$ cat src/rtl/bitserial_adder_pkg.sv
// Shared definitions for the bit-serial adder.
// Assumes: nothing beyond standard SystemVerilog.
package bitserial_adder_pkg;

    localparam int unsigned SADD_DEF_W = 4;

    // Source of the bit that enters the top of the B register on a shift step
    typedef enum logic {
        BTOP_FROM_PIN = 1'b0,
        BTOP_ROTATE   = 1'b1
    } btop_src_e;

endpackage

$ cat src/rtl/sadd_shreg.sv
// Register with parallel load and a right shift. The serial bit enters the MSB.
// Assumes: load and shift are synchronous; load wins when both are high.
module sadd_shreg #(
    parameter int unsigned W = 4
) (
    input  logic         clk,
    input  logic         rst_n,
    input  logic         load_i,
    input  logic         shift_i,
    input  logic [W-1:0] par_i,
    input  logic         ser_i,
    output logic [W-1:0] q_o
);

    logic [W-1:0] q_r;

    // Storage: reset clears, load replaces the contents, shift moves toward the LSB
    always_ff @(posedge clk) begin
        if (!rst_n) begin
            q_r <= '0;
        end else if (load_i) begin
            q_r <= par_i;
        end else if (shift_i) begin
            q_r <= {ser_i, q_r[W-1:1]};
        end
    end

    assign q_o = q_r;


    idle_hold_chk: assert property (@(posedge clk) disable iff (!rst_n)
        (!load_i && !shift_i) |=> $stable(q_o));


    load_take_chk: assert property (@(posedge clk) disable iff (!rst_n)
        load_i |=> (q_o == $past(par_i)));

endmodule

$ cat src/rtl/sadd_fa_carry.sv
// Full adder on the two operand LSBs, with the stored carry between steps.
// Assumes: clr_i and step_i come from the controller; clr_i wins.
module sadd_fa_carry (
    input  logic clk,
    input  logic rst_n,
    input  logic clr_i,
    input  logic step_i,
    input  logic a_bit_i,
    input  logic b_bit_i,
    output logic sum_o,
    output logic carry_o
);

    logic carry_r;
    logic cout;

    // Combinational full adder on the current bits and the stored carry
    always_comb begin
        sum_o = a_bit_i ^ b_bit_i ^ carry_r;
        cout  = (a_bit_i & b_bit_i) | (carry_r & (a_bit_i ^ b_bit_i));
    end

    // Carry flip-flop: cleared by reset or load, updated on each shift step
    always_ff @(posedge clk) begin
        if (!rst_n) begin
            carry_r <= 1'b0;
        end else if (clr_i) begin
            carry_r <= 1'b0;
        end else if (step_i) begin
            carry_r <= cout;
        end
    end

    assign carry_o = carry_r;


    carry_clear_chk: assert property (@(posedge clk) disable iff (!rst_n)
        clr_i |=> !carry_o);


    carry_keep_chk: assert property (@(posedge clk) disable iff (!rst_n)
        (!clr_i && !step_i) |=> $stable(carry_o));

endmodule

$ cat src/rtl/sadd_ctrl.sv
// Controller: one start pulse gives W shift steps, then done rises.
// Assumes: load aborts a run; start is ignored during a run or together with load.
module sadd_ctrl #(
    parameter int unsigned W = 4
) (
    input  logic clk,
    input  logic rst_n,
    input  logic load_i,
    input  logic start_i,
    output logic shift_o,
    output logic done_o
);

    localparam int unsigned CNT_W = (W > 1) ? $clog2(W) : 1;
    localparam logic [CNT_W-1:0] LAST = CNT_W'(W - 1);

    logic [CNT_W-1:0] cnt_q;
    logic             busy_q;
    logic             done_q;

    // Sequencing: load clears, a run counts W steps, an idle start begins a run
    always_ff @(posedge clk) begin
        if (!rst_n) begin
            cnt_q  <= '0;
            busy_q <= 1'b0;
            done_q <= 1'b0;
        end else if (load_i) begin
            cnt_q  <= '0;
            busy_q <= 1'b0;
            done_q <= 1'b0;
        end else if (busy_q) begin
            cnt_q <= cnt_q + 1'b1;
            if (cnt_q == LAST) begin
                busy_q <= 1'b0;
                done_q <= 1'b1;
            end
        end else if (start_i) begin
            cnt_q  <= '0;
            busy_q <= 1'b1;
            done_q <= 1'b0;
        end
    end

    assign shift_o = busy_q;
    assign done_o  = done_q;


    load_abort_chk: assert property (@(posedge clk) disable iff (!rst_n)
        load_i |=> (!shift_o && !done_o));


    done_after_run_chk: assert property (@(posedge clk) disable iff (!rst_n)
        $rose(done_o) |-> $past(shift_o));


    done_idle_chk: assert property (@(posedge clk) disable iff (!rst_n)
        !(shift_o && done_o));


    run_continue_chk: assert property (@(posedge clk) disable iff (!rst_n)
        (shift_o && !load_i && cnt_q != LAST) |=> shift_o);

endmodule

$ cat src/rtl/bitserial_adder.sv
// Bit-serial adder top: A and B shift registers, a full adder with its carry
// flip-flop, and the step controller. The sum is written back into the MSB of A.
// Assumes: operands are unsigned; b_keep_i and b_ser_i are held for a whole run.
module bitserial_adder
    import bitserial_adder_pkg::*;
#(
    parameter int unsigned WIDTH = SADD_DEF_W
) (
    input  logic             clk,
    input  logic             rst_n,
    input  logic             load_i,
    input  logic             start_i,
    input  logic             b_keep_i,
    input  logic             b_ser_i,
    input  logic [WIDTH-1:0] a_par_i,
    input  logic [WIDTH-1:0] b_par_i,
    output logic [WIDTH-1:0] a_q_o,
    output logic [WIDTH-1:0] b_q_o,
    output logic             carry_o,
    output logic             done_o
);

    logic      step;
    logic      sum_bit;
    logic      b_top;
    btop_src_e b_src;

    // Choose what enters the top of B: its own LSB or the serial pin
    always_comb begin
        b_src = btop_src_e'(b_keep_i);
        b_top = (b_src == BTOP_ROTATE) ? b_q_o[0] : b_ser_i;
    end

    sadd_ctrl #(.W(WIDTH)) u_ctrl (
        .clk     (clk),
        .rst_n   (rst_n),
        .load_i  (load_i),
        .start_i (start_i),
        .shift_o (step),
        .done_o  (done_o)
    );

    sadd_shreg #(.W(WIDTH)) u_reg_a (
        .clk     (clk),
        .rst_n   (rst_n),
        .load_i  (load_i),
        .shift_i (step),
        .par_i   (a_par_i),
        .ser_i   (sum_bit),
        .q_o     (a_q_o)
    );

    sadd_shreg #(.W(WIDTH)) u_reg_b (
        .clk     (clk),
        .rst_n   (rst_n),
        .load_i  (load_i),
        .shift_i (step),
        .par_i   (b_par_i),
        .ser_i   (b_top),
        .q_o     (b_q_o)
    );

    sadd_fa_carry u_fa (
        .clk     (clk),
        .rst_n   (rst_n),
        .clr_i   (load_i),
        .step_i  (step),
        .a_bit_i (a_q_o[0]),
        .b_bit_i (b_q_o[0]),
        .sum_o   (sum_bit),
        .carry_o (carry_o)
    );


    b_rotate_chk: assert property (@(posedge clk) disable iff (!rst_n)
        (step && !load_i && b_keep_i) |=> (b_q_o[WIDTH-1] == $past(b_q_o[0])));


    b_fill_chk: assert property (@(posedge clk) disable iff (!rst_n)
        (step && !load_i && !b_keep_i) |=> (b_q_o[WIDTH-1] == $past(b_ser_i)));

endmodule

$ cat config.mk
export PLATFORM = sky130hd
export DESIGN_NAME = bitserial_adder
export DESIGN_NICKNAME = d
export VERILOG_FILES = /design/src/rtl/bitserial_adder_pkg.sv /design/src/rtl/sadd_shreg.sv /design/src/rtl/sadd_fa_carry.sv /design/src/rtl/sadd_ctrl.sv /design/src/rtl/bitserial_adder.sv
export SDC_FILE = /design/constraint.sdc
export NUM_CORES = 1
export LEC_CHECK = 0
export ABC_AREA = 0
export BUFFER_PORTS_ARGS = -buffer_cell sky130_fd_sc_hd__buf_2
export CAP_MARGIN = 30
export CORE_MARGIN = 2
export CORE_UTILIZATION = 40
export CTS_CLUSTER_DIAMETER = 30
export DETAILED_ROUTE_END_ITERATION = 6
export HOLD_SLACK_MARGIN = 0.1
export PLACE_DENSITY = 0.77
export SLEW_MARGIN = 20
export SYNTH_ARGS = -nofsm -noshare
export SYNTH_HDL_FRONTEND = slang
export SYNTH_HIERARCHICAL = 1
export SYNTH_SLANG_ARGS = --single-unit
$ cat constraint.sdc
create_clock -name clk -period 1.75 [get_ports clk]
set_input_delay 0.175 -clock clk [delete_from_list [all_inputs] [get_ports clk]]
set_output_delay 0.175 -clock clk [all_outputs]
set_load 0.01 [all_outputs]
* Word level (Yosys, flattened, before mapping)
Index checks and enable logic that the tools add are counted.
Operators by class: add/subtract/negate cells 1, equality and inequality tests 2, muxes and demuxes 13, bitwise operators 6, reduce and logical (&&, ||, !) cells 4
Operators by type and width (number):
- 4-bit two-way mux | 4
- 1-bit two-way mux | 7
- 2-bit two-way mux | 2
- 2-bit nonzero test | 2
- 2-bit by 1-bit adder with 2-bit output, second input constant | 1
- 1-bit bitwise AND | 2
- 2-bit equality test, second input constant | 1
- 2-bit != test, second input constant | 1
- 2-bit AND reduction | 1
- 2-bit OR reduction | 1
- 1-bit bitwise XOR | 2
- 1-bit inverter | 1
- 1-bit bitwise OR | 1
Storage, ports and cells: bits in registers 13

* Longest topological paths before layout
Gate-level depths: netlist (run 1).
depth in word-level cells 4, mapped depth 3, mapped depth without buffers 3

* Modules after synthesis
The synthesis (run 1) kept the hierarchy.
Modules (own cells, without submodules):
- sadd_shreg | instances 2, cells an instance 16, area an instance 190.2 sq um
- sadd_ctrl | instances 1, cells an instance 19, area an instance 181.4 sq um
- sadd_fa_carry | instances 1, cells an instance 4, area an instance 62.6 sq um
- bitserial_adder | instances 1, cells an instance 1, area an instance 15.0 sq um

* Worst setup path before layout (run 1)
OpenSTA, ideal clock, no wires.
path type reg2reg, from register u_reg_b.q_r[0] (netlist: u_reg_b/q_o[0]), to register u_reg_a.q_r[3] (netlist: u_reg_a/q_o[3]), setup time 116 ps, data arrival time 1297 ps, required time 1634 ps, setup slack 337 ps, stages on the path, launching flop included 4, path buffers 0, path through dfxtp_1 -> fa_1 -> mux2_1 -> o211a_1
On the way: cells in the longest elaborated chain, start to end 4
Ends and longest elaborated chain:
- from (decl) | line sadd_shreg.sv:15 | logic [W-1:0] q_r;
- from (signal assigned) | line sadd_shreg.sv:22 | q_r <= par_i;
- from (signal assigned) | line sadd_shreg.sv:24 | q_r <= {ser_i, q_r[W-1:1]};
- 1-bit bitwise XOR (2 in series) | line sadd_fa_carry.sv:19 | sum_o = a_bit_i ^ b_bit_i ^ carry_r;
- via sum_bit | line bitserial_adder.sv:24 | logic sum_bit;
- 4-bit two-way mux | line sadd_shreg.sv:23 | end else if (shift_i) begin
- 4-bit two-way mux | line sadd_shreg.sv:21 | end else if (load_i) begin
- to (signal assigned) | line sadd_shreg.sv:22
- to (signal assigned) | line sadd_shreg.sv:24
- to (decl) | line sadd_shreg.sv:15
The timed path passes the listed nets, and every way through them passes these cells. The select of a mux whose other input is x is not followed. A chain may end at the register's enable or synchronous reset.

* Worst setup path in the final report (run 1)
from register u_fa.carry_r (netlist: u_fa/carry_o), to register u_reg_a.q_r[3] (netlist: u_reg_a/q_o[3])
On the way: cells in the longest elaborated chain, start to end 3
Ends and longest elaborated chain:
- from (decl) | line sadd_fa_carry.sv:14 | logic carry_r;
- from (signal assigned) | line sadd_fa_carry.sv:30 | carry_r <= cout;
- 1-bit bitwise XOR | line sadd_fa_carry.sv:19
- via sum_bit | line bitserial_adder.sv:24
- 4-bit two-way mux | line sadd_shreg.sv:23
- 4-bit two-way mux | line sadd_shreg.sv:21
The timed path passes the listed nets, and every way through them passes these cells. The select of a mux whose other input is x is not followed.

==> impl_metrics.json, run 1 <==
{
  "combPwrFrac_pct": 15.6,
  "drv_slew": 0,
  "grt_pass1_wl_microns": 1966,
  "via_per_inst": 5.130,
  "holdBufCountCts": 0,
  "cts_buffers": 3,
  "htreeDepth": 1,
  "clock-sinks": 13,
  "vias": 513,
  "clockBufferDepth": 2,
  "fp.dieH_microns": 43.98,
  "core_region_area_sq_um": 1506,
  "drive_gt1_share_pct": 35.71,
  "boundaryPins": 24,
  "final_antenna_net_count": 0,
  "layout.nets": 102,
  "fillers": 165,
  "synth-seq-cells": 13,
  "ys_seq_area_share_pct": 40.70,
  "critPathKind": "flop to flop",
  "internal_power_w": 0.0004522,
  "dr.pass1.iters": 4,
  "post-route-util_pct": 53.65,
  "use_met2_pct": 25.59,
  "synth_nets": 73,
  "postCtsSetupBuffers": 0,
  "wire_per_inst_microns": 12.27,
  "syn2layout_area_growth_pct": 26.42,
  "maxCapViolations": 0,
  "use_met3_pct": 6.250,
  "startpoint_type": "flop",
  "synth_cell_types": 16,
  "std_cell_rows": 14,
  "ctsResizeCount": 0,
  "leakagePower_nw": 0.4413,
  "r2r_slack_ns": 0.35,
  "rsz0062_at_grt": "no",
  "p_switching_w": 0.0001472,
  "grtUsageMet1_pct": 14.62,
  "setup_viol": 0,
  "place_congestion": 0.6625,
  "powerDensity_nw_per_um2": 741.6,
  "critPathRequiredTime_ns": 1.92,
  "diodes": 0,
  "gr-usage-all-layers_pct": 14.10,
  "vdd_drop_max_v": 0.0004312,
  "start_util_pct": 42.44,
  "hpwl_microns": 928.3,
  "period_share_pct": 80.06,
  "hold_class": "primary input to flop",
  "drcViolationCount": 0,
  "grt_max_degree": 19,
  "routed_wl_microns": 1227,
  "final_cell_mix": "23 x buf_2, 13 x dfxtp_1, 10 x nand2b_1, 8 x mux2_1, 8 x o211a_1",
  "max_freq_mhz": 713.7,
  "die_area_sq_um": 1934,
  "final_cells": 100,
  "port_buffers": 23,
  "grt-busiest-layer": "met2",
  "arrival_ns": 1.57,
  "dp_cells": 96,
  "syn-instance-count": 56,
  "synth.cell_area_sq_um": 639.4,
  "synth_top_cells_by_area": "dfxtp_1 41%, mux2_1 14%, o211a_1 13%",
  "syn_area_per_cell_sq_um": 11.42,
  "power_frac_clock_pct": 30.1,
  "first_global_vias": 485,
  "drtIter0Drc": 8,
  "clk_pin_slew_worst_paths_ns": 0.07,
  "fin_skew_ns": 0.0004710,
  "final_common_cell": "buf_2",
  "cts_root_buffer": "clkbuf_4",
  "yosysWarnings": 6,
  "die_x_microns": 43.98,
  "min_period_ns": 1.401,
  "swShare_pct": 24.56,
  "cts_tree": "built",
  "tightest_slew_ns": 0.4425,
  "end_kind": "flop",
  "gr-total-overflow": 0,
  "p_seq_share_pct": 54.3,
  "cp_max_fo": 3,
  "clkLatencyLatePin_ns": 0.27,
  "max-slew-margin-rel_pct": 70.46,
  "hold_violations": 0,
  "yosysTopAreaCellShare_pct": 40.70,
  "antenna_found_initial": 0,
  "outcome": "complete, no violations",
  "yosys.area.top_type": "dfxtp_1",
  "tns_ns": 0
}
[stage by stage]
| step | setup WS (ns) | total power (W) | hold WS, ns | cell area [sq um] |
|---|---|---|---|---|
| 6_report | 0.3489 | 0.0005994 | 0.2154 | 808.3 |
| 3_5_place_dp | 0.3511 | 0.0004277 | 0.4812 | 782.0 |
| 3_3_place_gp | 0.3708 | 0.0004242 | 0.4822 | 782.0 |
| 2_1_floorplan | 0.3370 | 0.0003817 | 0.2445 | 639.4 |
| 5_1_grt | 0.2990 | 0.0006411 | 0.2007 | 808.3 |
| 4_1_cts | 0.3405 | 0.0006132 | 0.2043 | 808.3 |
[kinds of logic (layout without fill, tap and decap cells)]
family / after synthesis / count (layout) / share of synthesized area [%]
AOI/OAI and AO/OA: 12 / 12 / 16.64
and+or+nand+nor: 17 / 17 / 17.02
muxes: 10 / 10 / 18.00
buffers and inverters: 1 / 29 / 0.5865
DFF: 13 / 13 / 40.70
adders and majority gates: 3 / 3 / 7.045
[per-layer routing]
layer	part of all wire (%)	routed length (microns)	vias up
met2	52	641	15
li1	-	-	258
met1	41	508	238
met4	0.41	5	0
met3	5.8	71	2
met5	0	0	-
[final timing paths]
check           startpoint        endpoint  depth (start not counted)
max           u_fa/carry_o  u_reg_a/q_o[3]                          3
min reg2reg  u_ctrl/done_o   u_ctrl/done_o                          2
min             a_par_i[1]  u_reg_a/q_o[1]                          3
max reg2reg   u_fa/carry_o  u_reg_a/q_o[3]                          3
[flip-flops by register name, indices dropped and copies added, names as in the netlist]
signal / count
u_ctrl/shift_o: 1
u_ctrl/cnt_q: 2
u_fa/carry_o: 1
u_ctrl/done_o: 1
u_reg_a/q_o: 4
u_reg_b/q_o: 4
[final cells by class]
| type | instances | area [sq um] | share of cell area, % |
|---|---|---|---|
| Timing Repair Buffer | 24 | 122.6 | 15.17 |
| Multi-Input combinational cell | 42 | 375.4 | 46.44 |
| Tap cell | 16 | 20.02 | 2.477 |
| Clock buffer | 4 | 26.28 | 3.251 |
| Sequential cell | 13 | 260.3 | 32.20 |
| Inverter | 1 | 3.754 | 0.4644 |
[cells in the mapped netlist (all sizes together)]
| library cell | n |
|---|---|
| a21oi | 3 |
| nor3b | 3 |
| fa | 1 |
| mux2i | 1 |
| dfxtp | 13 |
| inv | 1 |
| or2b | 1 |
| o211a | 8 |
| ha | 2 |
| nor2 | 3 |
| nand2b | 10 |
| a22oi | 1 |
| mux2 | 9 |
[power groups by stage]
| stage | combinational (W) | sequential (W) | clock (W) |
|---|---|---|---|
| after floorplan | 0.0000436 | 0.000338 | 0 |
| after global placement | 0.0000919 | 0.000332 | 0 |
| after detailed placement | 0.0000949 | 0.000333 | 0 |
| after CTS | 0.0000952 | 0.000326 | 0.000192 |
| after global routing | 0.000103 | 0.000329 | 0.000209 |
| final | 0.0000937 | 0.000326 | 0.000180 |
[worst max-delay path, cell delays in order (launching register included)]
cell	delay, ns
dfxtp_1	0.34
fa_1	0.47
mux2_1	0.29
o211a_1	0.20
No activity file was read; power rests on OpenSTA's default activity.
==> run 2: changes to the inputs <==
--- a/config.mk
+++ b/config.mk
@@ -13,7 +13,7 @@
 export CTS_CLUSTER_DIAMETER = 30
 export DETAILED_ROUTE_END_ITERATION = 6
 export HOLD_SLACK_MARGIN = 0.1
-export PLACE_DENSITY = 0.77
+export PLACE_DENSITY = 0.8
 export SLEW_MARGIN = 20
 export SYNTH_ARGS = -nofsm -noshare
 export SYNTH_HDL_FRONTEND = slang
==> constraint.sdc (replaced) <==
create_clock -name clk -period 1.2 [get_ports clk]
set_input_delay 0.12 -clock clk [delete_from_list [all_inputs] [get_ports clk]]
set_output_delay 0.12 -clock clk [all_outputs]
set_load 0.01 [all_outputs]
==> impl_metrics.json, run 2 (synthesized netlist as in run 1, its figures left out) <==
{
  "min_period_ns": 1.374,
  "grt_max_degree": 19,
  "vias": 530,
  "max-slew-margin-rel_pct": 80.04,
  "hpwl_microns": 1023,
  "gr-total-overflow": 0,
  "combPwrFrac_pct": 16.7,
  "period_share_pct": 114.5,
  "critPathRequiredTime_ns": 1.37,
  "vdd_drop_max_v": 0.0005947,
  "startpoint_type": "flop",
  "final_common_cell": "buf_2",
  "layout.nets": 105,
  "arrival_ns": 1.54,
  "violations": "negative setup slack",
  "hold_violations": 0,
  "fin_skew_ns": 0.002357,
  "start_util_pct": 42.44,
  "diodes": 0,
  "internal_power_w": 0.0006679,
  "port_buffers": 23,
  "setup_ws_ns": -0.1738,
  "hold_class": "primary input to flop",
  "drv_slew": 0,
  "setup_viol": 1,
  "antenna_found_initial": 0,
  "dp_cells": 99,
  "min_from": "b_par_i[1]",
  "maxCapViolations": 0,
  "leakagePower_nw": 0.4605,
  "std_cell_rows": 14,
  "core_region_area_sq_um": 1506,
  "first_global_vias": 515,
  "use_met2_pct": 26.18,
  "fp.dieH_microns": 43.98,
  "htreeDepth": 1,
  "cp_max_fo": 2,
  "boundaryPins": 24,
  "powerDensity_nw_per_um2": 1056,
  "power_frac_clock_pct": 29.9,
  "post-route-util_pct": 55.90,
  "final_antenna_net_count": 0,
  "cts_tree": "built",
  "end_kind": "flop",
  "final_cells": 103,
  "cp_top_family": "adder cells",
  "clk_pin_slew_worst_paths_ns": 0.08,
  "die_area_sq_um": 1934,
  "grt-busiest-layer": "met2",
  "gr-usage-all-layers_pct": 14.77,
  "place_congestion": 0.6778,
  "max_freq_mhz": 727.9,
  "use_met3_pct": 6.250,
  "drive_gt1_share_pct": 43.68,
  "critPathKind": "flop to flop",
  "place_area_sq_um": 815.8,
  "clkLatencyLatePin_ns": 0.27,
  "syn2layout_area_growth_pct": 31.70,
  "clockBufferDepth": 2,
  "swShare_pct": 24.89,
  "reg2reg_from": "u_reg_a/q_o[0]",
  "final_cell_mix": "23 x buf_2, 10 x nand2b_1, 9 x dfxtp_1, 8 x o211a_1, 7 x mux2_1",
  "dr.pass1.iters": 4,
  "via_per_inst": 5.146,
  "startpoint": "u_reg_a/q_o[0]",
  "die_x_microns": 43.98,
  "crit_chain": "fa_1 -> mux2_4 -> o211a_1",
  "cts_root_buffer": "clkbuf_4",
  "critPathMaxStageDelay_ns": 0.48,
  "drcViolationCount": 0,
  "ctsResizeCount": 0,
  "routed_wl_microns": 1279,
  "tightest_slew_ns": 0.2995,
  "wire_per_inst_microns": 12.42,
  "cp_slowest_cell": "fa_1",
  "worst-path-buf-inv": 0,
  "grtUsageMet1_pct": 17.65,
  "drtIter0Drc": 4,
  "p_switching_w": 0.0002213,
  "clock-sinks": 13,
  "p_seq_share_pct": 53.4,
  "power_w": 0.0008892,
  "grt_pass1_wl_microns": 2132,
  "r2r_slack_ns": -0.17,
  "outcome": "finished with violations",
  "fin_area_sq_um": 842.1,
  "rsz0062_at_grt": "yes",
  "cts_buffers": 3
}
[run 2: cell types whose count changed in the layout (fill, tap and decap cells not counted)]
| cell | previous run | this run |
|---|---|---|
| dfxtp_1 | 13 | 9 |
| buf_4 | 1 | 4 |
| dfxtp_2 | 0 | 3 |
| dfxtp_4 | 0 | 1 |
| mux2_1 | 8 | 7 |
| mux2_4 | 1 | 2 |
[run 2: layer usage]
metal  up-vias  share of wire, %
met1       246                42
met5         -                 0
met4         0                 0
met3         0               6.3
met2        17                51
li1        267                 -
[run 2: what timing repair did]
item	in CTS	in global routing
setup buffers	0	0
hold buffers	0	0
setup endpoints to repair	1	7
[run 2: through the flow]
step                      TNS, ns  hold WS (ns)  worst slack, ns
after floorplan           -0.1451        0.1801          -0.1451
after global placement    -0.1296        0.4323          -0.1296
after detailed placement  -0.1734        0.4476          -0.1734
after CTS                 -0.1825        0.1581          -0.1825
after global routing      -0.2747        0.1729          -0.2138
final                     -0.1738        0.1666          -0.1738
[run 2: power groups by stage]
| stage | combinational (W) | sequential, W | clock [W] |
|---|---|---|---|
| final | 0.000148 | 0.000475 | 0.000266 |
| after floorplan | 0.0000668 | 0.000493 | 0 |
| after global placement | 0.000144 | 0.000484 | 0 |
| after global routing | 0.000164 | 0.000479 | 0.000294 |
| after CTS | 0.000151 | 0.000476 | 0.000282 |
| after detailed placement | 0.000151 | 0.000485 | 0 |
[run 2: path summary, 6_finish.rpt]
| check | end | cells after the start |
|---|---|---|
| worst max-delay path | u_reg_a/q_o[3] | 3 |
| worst min register to register | u_ctrl/done_o | 2 |
| worst max register to register | u_reg_a/q_o[3] | 3 |
| worst min-delay path | u_reg_b/q_o[1] | 3 |
[run 2: worst reg2reg max path, cell delays in order, from the launching register on]
cell	delay [ns]
dfxtp_2	0.33
fa_1	0.48
mux2_4	0.27
o211a_1	0.20
[run 2: final cells by class]
class,instances,area [sq um]
Inverter,1,3.754
Timing Repair Buffer,27,145.1
Tap cell,16,20.02
Fill cell,147,664.4
Sequential cell,13,267.8
Clock buffer,4,26.28
Multi-Input combinational cell,42,379.1
==> run 3: changes to the inputs <==
--- a/config.mk
+++ b/config.mk
@@ -5,7 +5,7 @@
 export SDC_FILE = /design/constraint.sdc
 export NUM_CORES = 1
 export LEC_CHECK = 0
-export ABC_AREA = 0
+export ABC_AREA = 1
 export BUFFER_PORTS_ARGS = -buffer_cell sky130_fd_sc_hd__buf_2
 export CAP_MARGIN = 30
 export CORE_MARGIN = 2
==> impl_metrics.json, run 3 <==
{
  "outcome": "complete, no violations",
  "startpoint": "u_fa/carry_o",
  "combPwrFrac_pct": 15.5,
  "dp_cells": 137,
  "antenna_found_initial": 0,
  "final_cells": 141,
  "fin_area_sq_um": 834.6,
  "start_util_pct": 42.94,
  "fillers": 165,
  "p_seq_share_pct": 54.0,
  "fin_skew_ns": 0.0003325,
  "grt_max_degree": 15,
  "setup_ws_ns": 0.04570,
  "port_buffers": 23,
  "synth.cell_area_sq_um": 646.9,
  "final_common_cell": "nand2_1",
  "tns_ns": 0,
  "clock-sinks": 13,
  "via_per_inst": 4.638,
  "cp_max_fo": 3,
  "hold_violations": 0,
  "swShare_pct": 26.42,
  "synth_commonest_cells": "39 x nand2_1, 15 x inv_1, 13 x dfxtp_1, 13 x nand3_1, 5 x nor2_1",
  "leakagePower_nw": 0.4842,
  "drive_gt1_share_pct": 27.20,
  "critPathKind": "flop to flop",
  "arrival_ns": 1.37,
  "max-slew-margin-rel_pct": 81.05,
  "synth_most_common_cell": "nand2_1",
  "multi_input_area_sq_um": 330.3,
  "synth-seq-cells": 13,
  "internal_power_w": 0.0006394,
  "critPathRequiredTime_ns": 1.42,
  "power_frac_clock_pct": 30.5,
  "htreeDepth": 1,
  "routed_wl_microns": 1360,
  "boundaryPins": 24,
  "syn_area_per_cell_sq_um": 6.809,
  "vdd_drop_max_v": 0.0005317,
  "diodes": 0,
  "core_region_area_sq_um": 1506,
  "hpwl_microns": 1027,
  "min_from": "start_i",
  "post-route-util_pct": 55.40,
  "drcViolationCount": 0,
  "yosysTopAreaCellShare_pct": 40.23,
  "place_ws_ns": 0.04186,
  "syn-instance-count": 95,
  "clk_pin_slew_worst_paths_ns": 0.08,
  "final_cell_mix": "39 x nand2_1, 23 x buf_2, 15 x inv_1, 13 x nand3_1, 10 x dfxtp_1",
  "gr-usage-all-layers_pct": 15.18,
  "place_congestion": 0.7810,
  "ys_seq_area_share_pct": 40.23,
  "max_freq_mhz": 866.3,
  "period_share_pct": 96.19,
  "synth_top_cells_by_area": "dfxtp_1 40%, nand2_1 23%, nand3_1 10%",
  "cts_root_buffer": "clkbuf_4",
  "vias": 654,
  "synthArstFlopShare_pct": 0,
  "end_kind": "flop",
  "powerDensity_nw_per_um2": 1041,
  "startpoint_type": "flop",
  "wire_per_inst_microns": 9.645,
  "p_switching_w": 0.0002296,
  "cts_buffers": 3,
  "rsz0062_at_grt": "yes",
  "gr-total-overflow": 0,
  "clockBufferDepth": 2,
  "synth_cell_types": 12,
  "postCtsSetupBuffers": 0,
  "reg2reg_from": "u_fa/carry_o",
  "cts_tree": "built",
  "std_cell_rows": 14,
  "final_antenna_net_count": 0,
  "regArea_sq_um": 264.0,
  "maxCapViolations": 0,
  "ys.flop_type": "dfxtp_1",
  "grt_pass1_wl_microns": 2256,
  "layout.nets": 143,
  "synth_edf_count": 0,
  "yosysWarnings": 6,
  "clkLatencyLatePin_ns": 0.26,
  "synth_nets": 112,
  "fp.dieH_microns": 44.22,
  "syn2layout_area_growth_pct": 29.01,
  "yosys.area.top_type": "dfxtp_1",
  "drtIter0Drc": 15,
  "min_period_ns": 1.154,
  "first_global_vias": 568,
  "dr.pass1.iters": 4,
  "drv_slew": 0,
  "tightest_slew_ns": 0.2832,
  "die_area_sq_um": 1955,
  "hold_class": "primary input to flop",
  "die_x_microns": 44.22,
  "place_area_sq_um": 804.5,
  "setup_viol": 0
}
run 3: logic make-up (layout without fill, tap and decap cells):
family          after synthesis  in the layout  share of synthesized area (%)
flops                        13             13                          40.23
compound gates                5              5                          5.222
buf+inv                      15             45                          8.703
xor+xnor                      1              1                          1.354
fa+ha+maj                     3              3                          6.963
simple gates                 58             58                          37.52
run 3: critical path, stage by stage (launching register included):
cell and delay [ns]:
dfxtp_2 0.34, fa_1 0.53, nand3_1 0.08, nand3_1 0.07, nand2_1 0.05, inv_1 0.04
run 3: final timing paths:
path | end | slack (ns) | depth (start not counted)
max | u_reg_a/q_o[3] | 0.05 | 5
min | u_ctrl/cnt_q[1] | 0.13 | 4
max reg2reg | u_reg_a/q_o[3] | 0.05 | 5
min reg2reg | u_ctrl/done_o | 0.49 | 2
run 3: layout make-up:
| class | instances | share of cell area [%] |
|---|---|---|
| multi-input combinational | 67 | 39.58 |
| sequential | 13 | 31.63 |
| timing repair buffer | 26 | 16.49 |
| inverter | 15 | 6.747 |
| clock buffer | 4 | 3.148 |
| tap | 16 | 2.399 |
run 3: timing repair:
item | CTS | global route
hold buffers | 0 | 0
setup endpoints to repair | 0 | 2
gates resized for setup | 0 | 3
run 3: per-stage QoR:
stage / hold WS [ns] / total power (W)
2_1_floorplan: 0.2176 / 0.0005453
3_3_place_gp: 0.4115 / 0.0006099
3_5_place_dp: 0.4166 / 0.0006131
4_1_cts: 0.1282 / 0.0008809
5_1_grt: 0.1501 / 0.0009215
6_report: 0.1327 / 0.0008691
run 3: per-layer routing:
layer	up-vias	global-route usage, %	part of all wire (%)
met1	282	21.57	49
met5	-	0	0
met3	0	2.449	6.8
met4	0	3.636	0
met2	20	24.12	44
li1	352	-	-
run 3: power by group through the flow:
stage | combinational [W] | sequential (W) | clock [W]
floorplan | 0.0000590 | 0.000486 | 0
global placement | 0.000133 | 0.000477 | 0
global route | 0.000152 | 0.000472 | 0.000297
detailed placement | 0.000134 | 0.000479 | 0
finish | 0.000135 | 0.000469 | 0.000265
CTS | 0.000135 | 0.000469 | 0.000277
